==> config.mk <==
export PLATFORM = sky130hd
export DESIGN_NAME = adc_cal_regs
export DESIGN_NICKNAME = d
export VERILOG_FILES = /design/src/rtl/adc_cal_pkg.sv /design/src/rtl/adc_cal_idle_timer.sv /design/src/rtl/adc_cal_coef_reg.sv /design/src/rtl/adc_cal_regs.sv
export SDC_FILE = /design/constraint.sdc
export NUM_CORES = 1
export LEC_CHECK = 0
export BUFFER_PORTS_ARGS = -buffer_cell sky130_fd_sc_hd__buf_2
export CAP_MARGIN = 0
export CORE_ASPECT_RATIO = 0.7
export CORE_UTILIZATION = 39
export CTS_CLUSTER_SIZE = 24
export DETAILED_ROUTE_END_ITERATION = 10
export GPL_ROUTABILITY_DRIVEN = 0
export PLACE_DENSITY = 0.56
export SKIP_CTS_REPAIR_TIMING = 1
export SYNTH_ARGS = -nofsm -noshare
export SYNTH_HDL_FRONTEND = slang
export SYNTH_SLANG_ARGS = --single-unit
export TNS_END_PERCENT = 100
==> constraint.sdc <==
create_clock -name clk_i -period 4.2 [get_ports clk_i]
set_input_delay 0.42 -clock clk_i [delete_from_list [all_inputs] [get_ports clk_i]]
set_output_delay 0.42 -clock clk_i [all_outputs]
set_load 0.02 [all_outputs]
==> src/rtl/adc_cal_pkg.sv <==
package adc_cal_pkg;
  localparam int unsigned COEF_W = 16;
  typedef logic [COEF_W-1:0] coef_t;
  typedef enum logic {KIND_OFS = 1'b0, KIND_GAIN = 1'b1} coef_kind_e;
endpackage

==> src/rtl/adc_cal_idle_timer.sv <==
// Counts consecutive enabled-and-idle edges, saturating at IDLE_CYC (>= 1).
module adc_cal_idle_timer #(
  parameter int unsigned IDLE_CYC = 2300,
  parameter int unsigned CNT_W    = 12
) (
  input  logic             clk_i,
  input  logic             rst_ni,
  input  logic             conv_en_i,
  input  logic             conv_idle_i,
  output logic [CNT_W-1:0] cnt_o,
  output logic             ready_o
);
  logic quiet;
  assign quiet = conv_en_i & conv_idle_i;

  always_ff @(posedge clk_i or negedge rst_ni) begin
    if (!rst_ni)                           cnt_o <= '0;
    else if (!quiet)                       cnt_o <= '0;
    else if (cnt_o != CNT_W'(IDLE_CYC))    cnt_o <= cnt_o + 1'b1;
  end

  // guard also needs the present cycle to be quiet
  assign ready_o = quiet && (cnt_o == CNT_W'(IDLE_CYC));
endmodule

==> src/rtl/adc_cal_coef_reg.sv <==
module adc_cal_coef_reg
  import adc_cal_pkg::*;
#(
  parameter coef_t RST_VAL = '0
) (
  input  logic  clk_i,
  input  logic  rst_ni,
  input  logic  sw_we_i,
  input  coef_t sw_data_i,
  input  logic  hw_we_i,
  input  coef_t hw_data_i,
  output coef_t q_o
);
  // hardware calibration result has priority
  always_ff @(posedge clk_i or negedge rst_ni) begin
    if (!rst_ni)       q_o <= RST_VAL;
    else if (hw_we_i)  q_o <= hw_data_i;
    else if (sw_we_i)  q_o <= sw_data_i;
  end
endmodule

==> src/rtl/adc_cal_regs.sv <==
module adc_cal_regs
  import adc_cal_pkg::*;
#(
  parameter int unsigned NUM_CH  = 2,
  parameter int unsigned CLK_MHZ = 100,
  parameter int unsigned IDLE_NS = 23000,
  parameter logic [NUM_CH*COEF_W-1:0] OFS_RST  = '0,
  parameter logic [NUM_CH*COEF_W-1:0] GAIN_RST = {NUM_CH{16'h8000}},
  localparam int unsigned NUM_REG  = 2 * NUM_CH,
  localparam int unsigned IDX_W    = $clog2(NUM_REG),
  localparam int unsigned ADDR_W   = IDX_W + 1,
  localparam int unsigned IDLE_CYC = (CLK_MHZ * IDLE_NS + 999) / 1000,
  localparam int unsigned CNT_W    = $clog2(IDLE_CYC + 1)
) (
  input  logic              clk_i,
  input  logic              rst_ni,
  input  logic              wr_en_i,
  input  logic [ADDR_W-1:0] addr_i,
  input  logic [COEF_W-1:0] wdata_i,
  output logic [COEF_W-1:0] rdata_o,
  input  logic              conv_en_i,
  input  logic              conv_idle_i,
  input  logic              cal_valid_i,
  input  logic [IDX_W-1:0]  cal_idx_i,
  input  logic [COEF_W-1:0] cal_data_i,
  output logic              wr_err_o
);
  logic [CNT_W-1:0]          idle_cnt;
  logic                      wr_ready;
  logic                      coef_sel, stat_sel;
  coef_t                     coef_q [NUM_REG];
  logic [NUM_REG*COEF_W-1:0] coef_flat;

  adc_cal_idle_timer #(
    .IDLE_CYC (IDLE_CYC),
    .CNT_W    (CNT_W)
  ) u_timer (
    .clk_i       (clk_i),
    .rst_ni      (rst_ni),
    .conv_en_i   (conv_en_i),
    .conv_idle_i (conv_idle_i),
    .cnt_o       (idle_cnt),
    .ready_o     (wr_ready)
  );

  assign coef_sel = wr_en_i && (addr_i <  ADDR_W'(NUM_REG));
  assign stat_sel = wr_en_i && (addr_i == ADDR_W'(NUM_REG));

  for (genvar ch = 0; ch < NUM_CH; ch++) begin : g_ch
    for (genvar k = 0; k < 2; k++) begin : g_kind
      localparam int unsigned IDX = 2 * ch + k;
      localparam coef_t RV = (k == int'(KIND_OFS)) ? OFS_RST[ch*COEF_W +: COEF_W]
                                                   : GAIN_RST[ch*COEF_W +: COEF_W];
      logic sw_we, hw_we;
      assign sw_we = coef_sel && wr_ready && (addr_i[IDX_W-1:0] == IDX_W'(IDX));
      assign hw_we = cal_valid_i && (cal_idx_i == IDX_W'(IDX));

      adc_cal_coef_reg #(.RST_VAL(RV)) u_coef (
        .clk_i     (clk_i),
        .rst_ni    (rst_ni),
        .sw_we_i   (sw_we),
        .sw_data_i (wdata_i),
        .hw_we_i   (hw_we),
        .hw_data_i (cal_data_i),
        .q_o       (coef_q[IDX])
      );
      assign coef_flat[IDX*COEF_W +: COEF_W] = coef_q[IDX];
    end
  end

  always_ff @(posedge clk_i or negedge rst_ni) begin
    if (!rst_ni)                        wr_err_o <= 1'b0;
    else if (coef_sel && !wr_ready)     wr_err_o <= 1'b1;
    else if (stat_sel && wdata_i[0])    wr_err_o <= 1'b0;
  end

  always_comb begin
    rdata_o = '0;
    if (addr_i < ADDR_W'(NUM_REG))       rdata_o = coef_q[addr_i[IDX_W-1:0]];
    else if (addr_i == ADDR_W'(NUM_REG)) rdata_o[0] = wr_err_o;
  end
endmodule

==> key figures, run 1 <==
Status
  – Status: complete, no violations

Power and ir drop
  – Switching share of power: between 20 and 30%
  – VDD IR max: between 0.15 and 0.2 mV
  – Pleak: 1.89 nW
  – Clk pwr share: 35.6%
  – Net switching power: between 0.0005 and 0.0006 W
  – PD cells: approximately 400 mW/mm^2
  – Internal: 0.00144 W
  – Flop pwr share: a little under half
  – Comb pwr share: 18.8%

Logic synthesis
  – Area share of the largest cell type after synthesis: 43.1%
  – Leading area contributor after synthesis: dfrtp_1
  – Post-synthesis register bit count: 77
  – YS warnings: 0
  – Post-synthesis sequential area ratio: 44.3%
  – Top FF cell, synth: dfrtp_1
  – Cell count after synthesis: 476
  – Post-Syn Area: 0.00435 mm^2
  – Unique cell type count in the Yosys netlist: 38
  – EDFF count, synth: 0
  – Ys async rst share: between 90% and 100%
  – Dominant cells by area after synthesis: dfrtp_1, mux4_2, a31oi_1
  – Net Count, Synth: 521
  – Synth Area per Inst: 9.14 um^2

Global routing
  – Largest net degree at the start of global routing: 78
  – First-pass GRT wire length: 21,800 um
  – Total Routing Usage GR: between 20 and 25%
  – Vias in the first global route: 3,999
  – GRT overflow: 0
  – Initial antenna violation count: 0

STA
  – Period utilization: 68.2%
  – Worst Max-Slew Pin Slew: 1310 ps
  – Min Hold Slack: 254 ps
  – Final hold vios: 0
  – Unrepaired setup endpoints after global routing: false
  – F_max: between 300 and 400 MHz
  – Slew Limit Fails: 0
  – Final setup fails: 0
  – Final Skew: approximately 7.4 ps
  – Shortest period the worst path allows: about 2900 ps
  – Slew headroom: around an eighth
  – Setup TNS: 0 ps

Critical path
  – Setup crit start kind: flip-flop
  – CP Max Fanout: 17
  – WS Path Type: reg2reg
  – Flop2flop setup slack: 1330 ps
  – Critical Path RT: 4460 ps
  – CP Data Arrival Time: 3130 ps
  – CP endpoint kind: flip-flop

Placed design
  – PortBufs: 59
  – HPWL Detailed: 8160 um

Detailed routing
  – ANT nets after route: 0
  – Via Count: 3,946
  – Via density: 5.94
  – Final wirelength: 13,400 um
  – Drt drc: 0
  – Initial DRC count: 301
  – Routed length per instance: approximately 20 um
  – First-pass iteration count of the detailed router: 5

Die
  – # rows: 31
  – Die Area: between 0.01 and 0.015 mm^2
  – Die width: 128 um
  – # IOs: 60
  – Starting density of the core: 41.1%
  – Die span in y: 90.4 um
  – CORE AREA: 0.0106 mm^2

Clock tree
  – CTS tree: yes
  – Number of H-tree levels: 3
  – Root Driver: clkbuf_16
  – Reg clk slew, reported paths: 60 ps
  – TritonCTS Buffers: 9
  – Clock Sinks: 77
  – Maximum root-to-sink buffer count: 2
  – Clock latency at the later pin of the worst-skew pair: 340 ps

Final layout
  – Final #Nets: 556
  – Commonest non-fill, non-tap cell in the layout: dfrtp_1
  – Share of cells above drive strength 1: 19.6%
  – Most frequent cells in the layout: dfrtp_1, nor2_1, buf_2, nand3_1, o21ai_0
  – Fill cells: 1,023
  – Area grow syn2layout: 14.8%
  – N_diodes: 0
  – Register area: approximately 0.0019 mm^2
  – Multi-input logic area: about 0.0022 mm^2

Run
  – Max Cap Violations: 0

Worst hold path
  – HP Class: in2async
==> routing by layer <==
| layer | up-vias | GRT usage [%] | part of all wire, % |
|---|---|---|---|
| li1 | 1816 | - | - |
| met1 | 1963 | 36.6 | 49 |
| met2 | 158 | 36.2 | 43 |
| met3 | 9 | 6.28 | 7.0 |
| met4 | 0 | 5.69 | 0.97 |
| met5 | - | 0 | 0 |
==> final timing paths <==
| check | start | end | cells past startpoint |
|---|---|---|---|
| max | u_timer.cnt_o[9] | g_ch[0].g_kind[0].u_coef.q_o[8] | 4 |
| min | rst_ni | g_ch[0].g_kind[1].u_coef.q_o[0] | 1 |
| max reg2reg | u_timer.cnt_o[9] | g_ch[0].g_kind[0].u_coef.q_o[8] | 4 |
| min reg2reg | g_ch[1].g_kind[1].u_coef.q_o[15] | g_ch[1].g_kind[1].u_coef.q_o[15] | 2 |
| max in group asynchronous | rst_ni | g_ch[0].g_kind[1].u_coef.q_o[7] | 1 |
| min in group clk_i | cal_data_i[15] | g_ch[1].g_kind[1].u_coef.q_o[15] | 3 |
==> worst max-delay path, cell delays in order, from the launching register on <==
cell	delay (ps)
dfrtp_1	400
or4b_1	690
or4_1	900
or2_1	570
a21oi_1	230
==> cells in the mapped netlist (2+ instances only) <==
| cell | n |
|---|---|
| nor4_1 | 2 |
| nand3b_1 | 3 |
| dfstp_2 | 2 |
| dfrtp_1 | 75 |
| a31oi_1 | 49 |
| nand2_1 | 5 |
| nand3_1 | 52 |
| xnor2_1 | 3 |
| buf_1 | 3 |
| clkbuf_1 | 35 |
| a21oi_1 | 19 |
| a211oi_1 | 2 |
| o21ai_0 | 50 |
| xor2_1 | 3 |
| mux4_2 | 16 |
| inv_1 | 5 |
| ha_1 | 2 |
| nor2_1 | 65 |
| buf_2 | 3 |
| buf_6 | 2 |
| mux2i_1 | 17 |
| nor2b_1 | 18 |
| nor3_1 | 22 |
| nand2b_1 | 3 |
| nand4_1 | 6 |
| or4_1 | 2 |
==> power groups by stage <==
| stage | clock, W | combinational [W] | sequential [W] |
|---|---|---|---|
| 2_1_floorplan | 0 | 0.000254 | 0.000900 |
| 3_3_place_gp | 0 | 0.000366 | 0.000919 |
| 3_5_place_dp | 0 | 0.000377 | 0.000922 |
| 4_1_cts | 0.000728 | 0.000378 | 0.000910 |
| 5_1_grt | 0.000765 | 0.000416 | 0.000924 |
| 6_report | 0.000711 | 0.000376 | 0.000911 |
==> registers in the layout (all words and copies together) (netlist names) <==
signal,flops
g_ch.g_kind.u_coef.q_o,64
wr_err_o,1
u_timer.cnt_o,12
==> stage by stage <==
step           power, W  instance area [um^2]  cells  utilization (%)  worst slack [ps]
6_report        0.00200                  5000    664             47.2              1330
5_1_grt         0.00210                  5000    664             47.2              1200
4_1_cts         0.00202                  5000    664             47.2              1320
3_5_place_dp    0.00130                  4730    648             44.7              1330
3_3_place_gp    0.00128                  4730    648             44.7              1390
2_1_floorplan   0.00115                  4350    476                -              1850
==> logic make-up after synthesis <==
family          synth area share (%)
flops                           44.3
fa+ha+maj                      0.575
xor+xnor                        1.21
buf+inv                         4.57
mux                             12.2
compound gates                  15.7
simple gates                    21.4
==> cell type report <==
type                       count  area share, %
multi-input combinational    351           44.9
clock buffer                  14           5.08
sequential                    77           38.6
clock inverter                 2          0.200
timing repair buffer          67           7.16
tap                          148           3.71
inverter                       5          0.376
Note: power is estimated with default switching activity, not from simulation.
==> run 2: changes to the inputs <==
==> constraint.sdc (replaced) <==
create_clock -name clk_i -period 2.7 [get_ports clk_i]
set_input_delay 0.27 -clock clk_i [delete_from_list [all_inputs] [get_ports clk_i]]
set_output_delay 0.27 -clock clk_i [all_outputs]
set_load 0.02 [all_outputs]
==> run 2 against run 1 <==
Wire length up 2.1%. Global-route usage down 0.16 points. Flip-flop and latch count unchanged. Sequential share of layout area down 1.1 points. Critical path depth unchanged. Final cell count up 1.7%. Cell area up 3.0%. Critical endpoint unchanged.
==> key figures, run 2 (synthesis gave the netlist of run 1 again) <==
Final layout
  – Register area: 0.00193 mm^2 (unchanged)
  – Final #Nets: 567 (+2.0%)
  – Register with the most flip-flops: g_ch.g_kind.u_coef.q_o
  – Final non-filler cell total: 675 (+1.7%)
  – Share of the core filled with cells: 48.6% (+1.4 points)
  – Number of flip-flops in the largest register: 64 (unchanged)
  – Share of cells above drive strength 1: 21.4% (+1.9 points)
  – Commonest non-fill, non-tap cell in the layout: dfrtp_1
  – Fill cells: 1,004 (-1.9%)
  – Regs by FF count: g_ch.g_kind.u_coef.q_o: 64 flops, u_timer.cnt_o: 12 flops, wr_err_o: 1 flops
  – Multi-input logic area: 0.00224 mm^2 (-0.22%)
  – Most frequent cells in the layout: dfrtp_1, nor2_1, buf_2, nand3_1, o21ai_0
  – Area grow syn2layout: 18.3%
  – N_diodes: 0 (unchanged)

Critical path
  – Crit-path slowest cell: or4b_1
  – Crit-path leading delay family: simple AND/OR/NAND/NOR gates
  – CP cell instances: or4b_1 -> or4_1 -> or2_1 -> a21oi_1
  – Largest stage delay, worst path: 710 ps (-190 ps)
  – CP endpoint kind: flip-flop
  – Crit path buf inv count: 0 (unchanged)
  – Critical Path RT: 2960 ps (-1500 ps)
  – CP Data Arrival Time: 2800 ps (-330 ps)
  – WS Path Type: reg2reg
  – Setup crit start kind: flip-flop
  – Flop2flop setup slack: 160 ps (-1180 ps)
  – CP Max Fanout: 16 (-1)

STA
  – Worst Max-Slew Pin Slew: 1040 ps (-272 ps)
  – Shortest period the worst path allows: 2540 ps (-321 ps)
  – Final Skew: 7.45 ps (+0.00289 ps)
  – Setup TNS: 0 ps (unchanged)
  – Final hold vios: 0 (unchanged)
  – Slew headroom: 30.7% (+19 points)
  – Slew Limit Fails: 0 (unchanged)
  – Unrepaired setup endpoints after global routing: false
  – F_max: 393 MHz (+13%)
  – Period utilization: 94.3% (+26 points)
  – Min Hold Slack: 77.2 ps (-177 ps)
  – Final setup fails: 0 (unchanged)

Clock tree
  – TritonCTS Buffers: 9 (unchanged)
  – Root Driver: clkbuf_16
  – Clock Sinks: 77 (unchanged)
  – Reg clk slew, reported paths: 60 ps (about the same)
  – Maximum root-to-sink buffer count: 2 (unchanged)
  – Number of H-tree levels: 3 (unchanged)
  – CTS tree: yes
  – Clock latency at the later pin of the worst-skew pair: 340 ps (about the same)

Die
  – Starting density of the core: 41.1% (unchanged)
  – # rows: 31 (unchanged)
  – Die width: 128 um (unchanged)
  – Die Area: 0.0116 mm^2 (unchanged)
  – CORE AREA: 0.0106 mm^2 (unchanged)
  – Die span in y: 90.4 um (unchanged)
  – # IOs: 60 (unchanged)

Detailed routing
  – Initial DRC count: 433 (+44%)
  – Metal-1 WL: 6450 um (-1.1%)
  – Via Count: 4,037 (+2.3%)
  – First-pass iteration count of the detailed router: 7 (+2)
  – Metal3 WL: 1180 um (+26%)
  – Via density: 5.98 (+0.64%)
  – ANT nets after route: 0 (unchanged)
  – Drt drc: 0 (unchanged)
  – Wire length on met2: 5840 um (+1.3%)
  – Final wirelength: 13,600 um (+2.1%)
  – Routed length per instance: 20.2 um (+0.45%)
  – DR top layer: met4

Run
  – Max Cap Violations: 0 (unchanged)

Global routing
  – First-pass GRT wire length: 21,500 um (-1.2%)
  – Largest net degree at the start of global routing: 78 (unchanged)
  – GRT overflow: 0 (unchanged)
  – Total Routing Usage GR: 24.6% (-0.16 points)
  – Vias in the first global route: 3,789 (-5.3%)
  – Initial antenna violation count: 0 (unchanged)

Worst hold path
  – HP Class: in2async

Placed design
  – Placed cell count: 659 (+1.7%)
  – PortBufs: 59 (unchanged)
  – HPWL Detailed: 8620 um (+5.6%)

Status
  – Status: complete, no violations

Power and ir drop
  – Pleak: 1.97 nW (+4.2%)
  – VDD IR max: 0.315 mV (+69%)
  – Total power: 0.00329 W (+65%)
  – PD cells: 639 mW/mm^2 (+60%)
run 2: cell types whose count changed in the layout (fill, tap and decap cells not counted), moves of 2 or more:
cell | before | now
buf_12 | 0 | 2
buf_4 | 9 | 18
clkbuf_1 | 4 | 1
clkbuf_8 | 1 | 3
nor2b_1 | 16 | 18
nor2b_2 | 2 | 0
run 2: metrics by stage:
step                      worst slack, ps  area, um^2
after floorplan                       383        4350
after global placement                279        4830
after detailed placement              172        4830
after CTS                             143        5150
after global routing                 86.7        5150
final                                 155        5150
run 2: metal layers:
layer	vias to the layer above	track usage, %
met5	-	0
met2	202	34.6
met4	0	7.16
met1	1979	38.0
li1	1842	-
met3	14	4.56
run 2: report_power, final:
| part | total [W] | internal, W | switching [W] |
|---|---|---|---|
| Sequential | 0.00142 | 0.00133 | 0.0000914 |
| Clock | 0.00127 | 0.000791 | 0.000482 |
| Combinational | 0.000598 | 0.000274 | 0.000324 |
| Total | 0.00329 | 0.00239 | 0.000897 |
run 2: final cells by class:
class | count | share of cell area, %
multi-input combinational | 351 | 43.4
sequential | 77 | 37.5
timing repair buffer | 78 | 9.04
clock buffer | 13 | 5.25
tap | 148 | 3.60
clock inverter | 3 | 0.826
inverter | 5 | 0.365
run 2: final timing paths:
path	endpoint	from	cells after the start
max	g_ch[0].g_kind[0].u_coef.q_o[8]	u_timer.cnt_o[9]	4
min	u_timer.cnt_o[4]	rst_ni	1
min in group clk_i	g_ch[0].g_kind[1].u_coef.q_o[15]	wdata_i[15]	3
max in group asynchronous	u_timer.cnt_o[0]	rst_ni	1
max reg2reg	g_ch[0].g_kind[0].u_coef.q_o[8]	u_timer.cnt_o[9]	4
min reg2reg	g_ch[1].g_kind[1].u_coef.q_o[15]	g_ch[1].g_kind[1].u_coef.q_o[15]	2
run 2: worst reg2reg max path: stages (launching register included):
cell and delay (ps):
dfrtp_1 410, or4b_1 710, or4_1 600, or2_1 490, a21oi_1 260
==> run 3: changes to the inputs <==
--- a/config.mk
+++ b/config.mk
@@ -5,6 +5,7 @@
 export SDC_FILE = /design/constraint.sdc
 export NUM_CORES = 1
 export LEC_CHECK = 0
+export ABC_AREA = 1
 export BUFFER_PORTS_ARGS = -buffer_cell sky130_fd_sc_hd__buf_2
 export CAP_MARGIN = 0
 export CORE_ASPECT_RATIO = 0.7
==> run 3 against run 2 <==
Flip-flop and latch count is the same. Synthesized cell count rose by 27%. First-iteration DRC count up 50%. Power grew 1.4%. Cell area is 1.4% higher. Worst hold slack better by 21 ps. Largest power group unchanged.
==> key figures, run 3 <==
Clock tree
  – Reg clk slew, reported paths: 60 ps (about the same)
  – Number of H-tree levels: 3 (unchanged)
  – Clock Sinks: 77 (unchanged)
  – Root Driver: clkbuf_16
  – TritonCTS Buffers: 9 (unchanged)
  – Clock latency at the later pin of the worst-skew pair: 340 ps (about the same)
  – Maximum root-to-sink buffer count: 2 (unchanged)
  – CTS tree: yes

Logic synthesis
  – Net Count, Synth: 651 (+25%)
  – Unique cell type count in the Yosys netlist: 28 (-26%)
  – Cell count after synthesis: 606 (+27%)
  – Post-Syn Area: 0.00448 mm^2 (+3.0%)
  – Top FF cell, synth: dfrtp_1
  – Ys async rst share: 100% (unchanged)
  – Area share of the largest cell type after synthesis: 41.9% (-1.3 points)
  – Synth Area per Inst: 7.39 um^2 (-19%)
  – Post-synthesis sequential area ratio: 43.1% (-1.3 points)
  – Leading area contributor after synthesis: dfrtp_1
  – Dominant cells by area after synthesis: dfrtp_1, nand2_1, nand3_1
  – Post-synthesis register bit count: 77 (unchanged)
  – EDFF count, synth: 0 (unchanged)
  – Top cells by count, synth: nand2_1, nand3_1, dfrtp_1, o21ai_0, inv_1
  – YS warnings: 0 (unchanged)
  – Count leader, synth: nand2_1

Die
  – Die span in y: 91.7 um (+1.4%)
  – CORE AREA: 0.0111 mm^2 (+4.7%)
  – Die width: 130 um (+1.5%)
  – # IOs: 60 (unchanged)
  – Starting density of the core: 40.4% (-0.69 points)
  – Die Area: 0.0119 mm^2 (+2.9%)
  – # rows: 32 (+3.2%)

Critical path
  – WS Path Type: reg2reg
  – CP Max Fanout: 17 (+1)
  – CP endpoint kind: flip-flop
  – Crit-path slowest cell: dfrtp_1
  – Largest stage delay, worst path: 400 ps (-310 ps)
  – Setup crit start kind: flip-flop
  – Critical Path RT: 2980 ps (+20 ps)
  – CP cell instances: inv_1 -> ha_1 -> inv_1 -> nor2_1 -> nand2_2 -> nor2_8 -> nand4_4 -> nand2_4 -> nand2_1 -> nand2_1
  – CP Data Arrival Time: 2440 ps (-360 ps)

Run
  – Max Cap Violations: 0 (unchanged)

Final layout
  – Number of flip-flops in the largest register: 64 (unchanged)
  – Commonest non-fill, non-tap cell in the layout: nand2_1
  – Most frequent cells in the layout: nand2_1, dfrtp_1, nand3_1, o21ai_0, buf_2
  – N_diodes: 0 (unchanged)
  – Multi-input logic area: 0.00226 mm^2 (+1.3%)
  – Fill cells: 1,140 (+14%)
  – Share of cells above drive strength 1: 16.3% (-5.1 points)
  – Area grow syn2layout: 16.5%
  – Register area: 0.00193 mm^2 (unchanged)
  – Regs by FF count: g_ch.g_kind.u_coef.q_o: 64 flops, u_timer.cnt_o: 12 flops, wr_err_o: 1 flops
  – Register with the most flip-flops: g_ch.g_kind.u_coef.q_o
  – Final #Nets: 696 (+23%)

STA
  – Final setup fails: 0 (unchanged)
  – Shortest period the worst path allows: 2160 ps (-385 ps)
  – F_max: 463 MHz (+18%)
  – Setup TNS: 0 ps (unchanged)
  – Slew headroom: 31.7% (+1.1 points)
  – Unrepaired setup endpoints after global routing: false
  – Final hold vios: 0 (unchanged)
  – Final Skew: 4.77 ps (-2.68 ps)
  – Min Hold Slack: 97.8 ps (+20.6 ps)
  – Period utilization: 80.0% (-14 points)
  – Slew Limit Fails: 0 (unchanged)
  – Worst Max-Slew Pin Slew: 1020 ps (-16.4 ps)

Global routing
  – GRT overflow: 0 (unchanged)
  – Largest net degree at the start of global routing: 78 (unchanged)
  – First-pass GRT wire length: 22,800 um (+6.0%)
  – Vias in the first global route: 3,875 (+2.3%)
  – Initial antenna violation count: 0 (unchanged)
  – Total Routing Usage GR: 26.0% (+1.4 points)

Detailed routing
  – ANT nets after route: 0 (unchanged)
  – Final wirelength: 14,700 um (+7.6%)
  – Initial DRC count: 651 (+50%)
  – Routed length per instance: 18.1 um (-10%)
  – Drt drc: 0 (unchanged)
  – Via density: 5.49 (-8.2%)
  – First-pass iteration count of the detailed router: 7 (unchanged)
  – Via Count: 4,442 (+10%)

Placed design
  – HPWL Detailed: 10,300 um (+19%)
  – PortBufs: 59 (unchanged)

Power and ir drop
  – PD cells: 639 mW/mm^2 (about the same)
  – VDD IR max: 0.323 mV (+2.3%)
  – Pleak: 2.71 nW (+38%)

Status
  – Status: complete, no violations

Worst hold path
  – HP Class: in2async
## run 3: cell types whose count changed in the layout (fill, tap and decap cells not counted), sizes merged, moves of 9 or more
cell   previous run  this run
a22oi             0        30
a31oi            49         0
buf              78        69
inv               5        34
mux2i            17         0
mux4             16         0
nand2             5       221
nand3            52        78
nor2             65        20
nor2b            18         0
nor3             22         5
o21ai            50        70
## run 3: metal layers
metal / track usage, % / wire length (um) / vias to the layer above
met5: 0 / 0 / -
met4: 7.85 / 245 / 0
met3: 4.96 / 1300 / 22
met2: 31.9 / 5680 / 179
met1: 43.7 / 7450 / 2123
li1: - / - / 2118
## run 3: per-stage QoR
stage | setup WS (ps) | cells | cell area (um^2) | utilization, % | total power (W)
after floorplan | 957 | 606 | 4480 | - | 0.00177
after global placement | 561 | 793 | 4890 | 44.1 | 0.00200
after detailed placement | 577 | 793 | 4890 | 44.1 | 0.00201
after CTS | 558 | 809 | 5220 | 47.1 | 0.00335
after global routing | 359 | 809 | 5220 | 47.1 | 0.00349
final | 540 | 809 | 5220 | 47.1 | 0.00333
## run 3: kinds of logic after synthesis
group / after synthesis / share of synthesized area [%]
buffers and inverters: 71 / 6.84
XOR/XNOR: 3 / 0.587
AND/OR/NAND/NOR: 332 / 33.6
flip-flops: 77 / 43.1
adder cells (fa/ha/maj): 2 / 0.558
AO/OA/AOI/OAI: 121 / 15.4
## run 3: final cells by class
cell class	count	share of cell area, %
multi-input cells	458	43.4
flip-flops and latches	77	37.0
repair buffers	69	7.14
clock buffers	12	4.91
well taps	153	3.67
inverters	36	2.59
clock inverters	4	1.34
## run 3: worst paths after layout
kind                       slack, ps  depth (start not counted)                             start                                to
max                              540                         10                  u_timer.cnt_o[0]   g_ch[0].g_kind[0].u_coef.q_o[3]
min                              100                          1                            rst_ni                  u_timer.cnt_o[3]
max reg2reg                      540                         10                  u_timer.cnt_o[0]   g_ch[0].g_kind[0].u_coef.q_o[3]
min reg2reg                      490                          2  g_ch[0].g_kind[1].u_coef.q_o[15]  g_ch[0].g_kind[1].u_coef.q_o[15]
max in group asynchronous       1940                          1                            rst_ni  g_ch[1].g_kind[1].u_coef.q_o[13]
min in group clk_i               280                          3                       conv_idle_i                  u_timer.cnt_o[9]
## run 3: worst max-delay path, delay by kind of cell (launching register included)
kind | cells | cell delay (ps)
adders and majority gates | 1 | 180
buffers and inverters | 2 | 160
DFF | 1 | 400
and+or+nand+nor | 7 | 1340
## run 3: power by group
group	internal, W	total, W	switching, W
registers	0.00132	0.00144	0.000118
logic	0.000202	0.000560	0.000358
clock network	0.000857	0.00133	0.000477
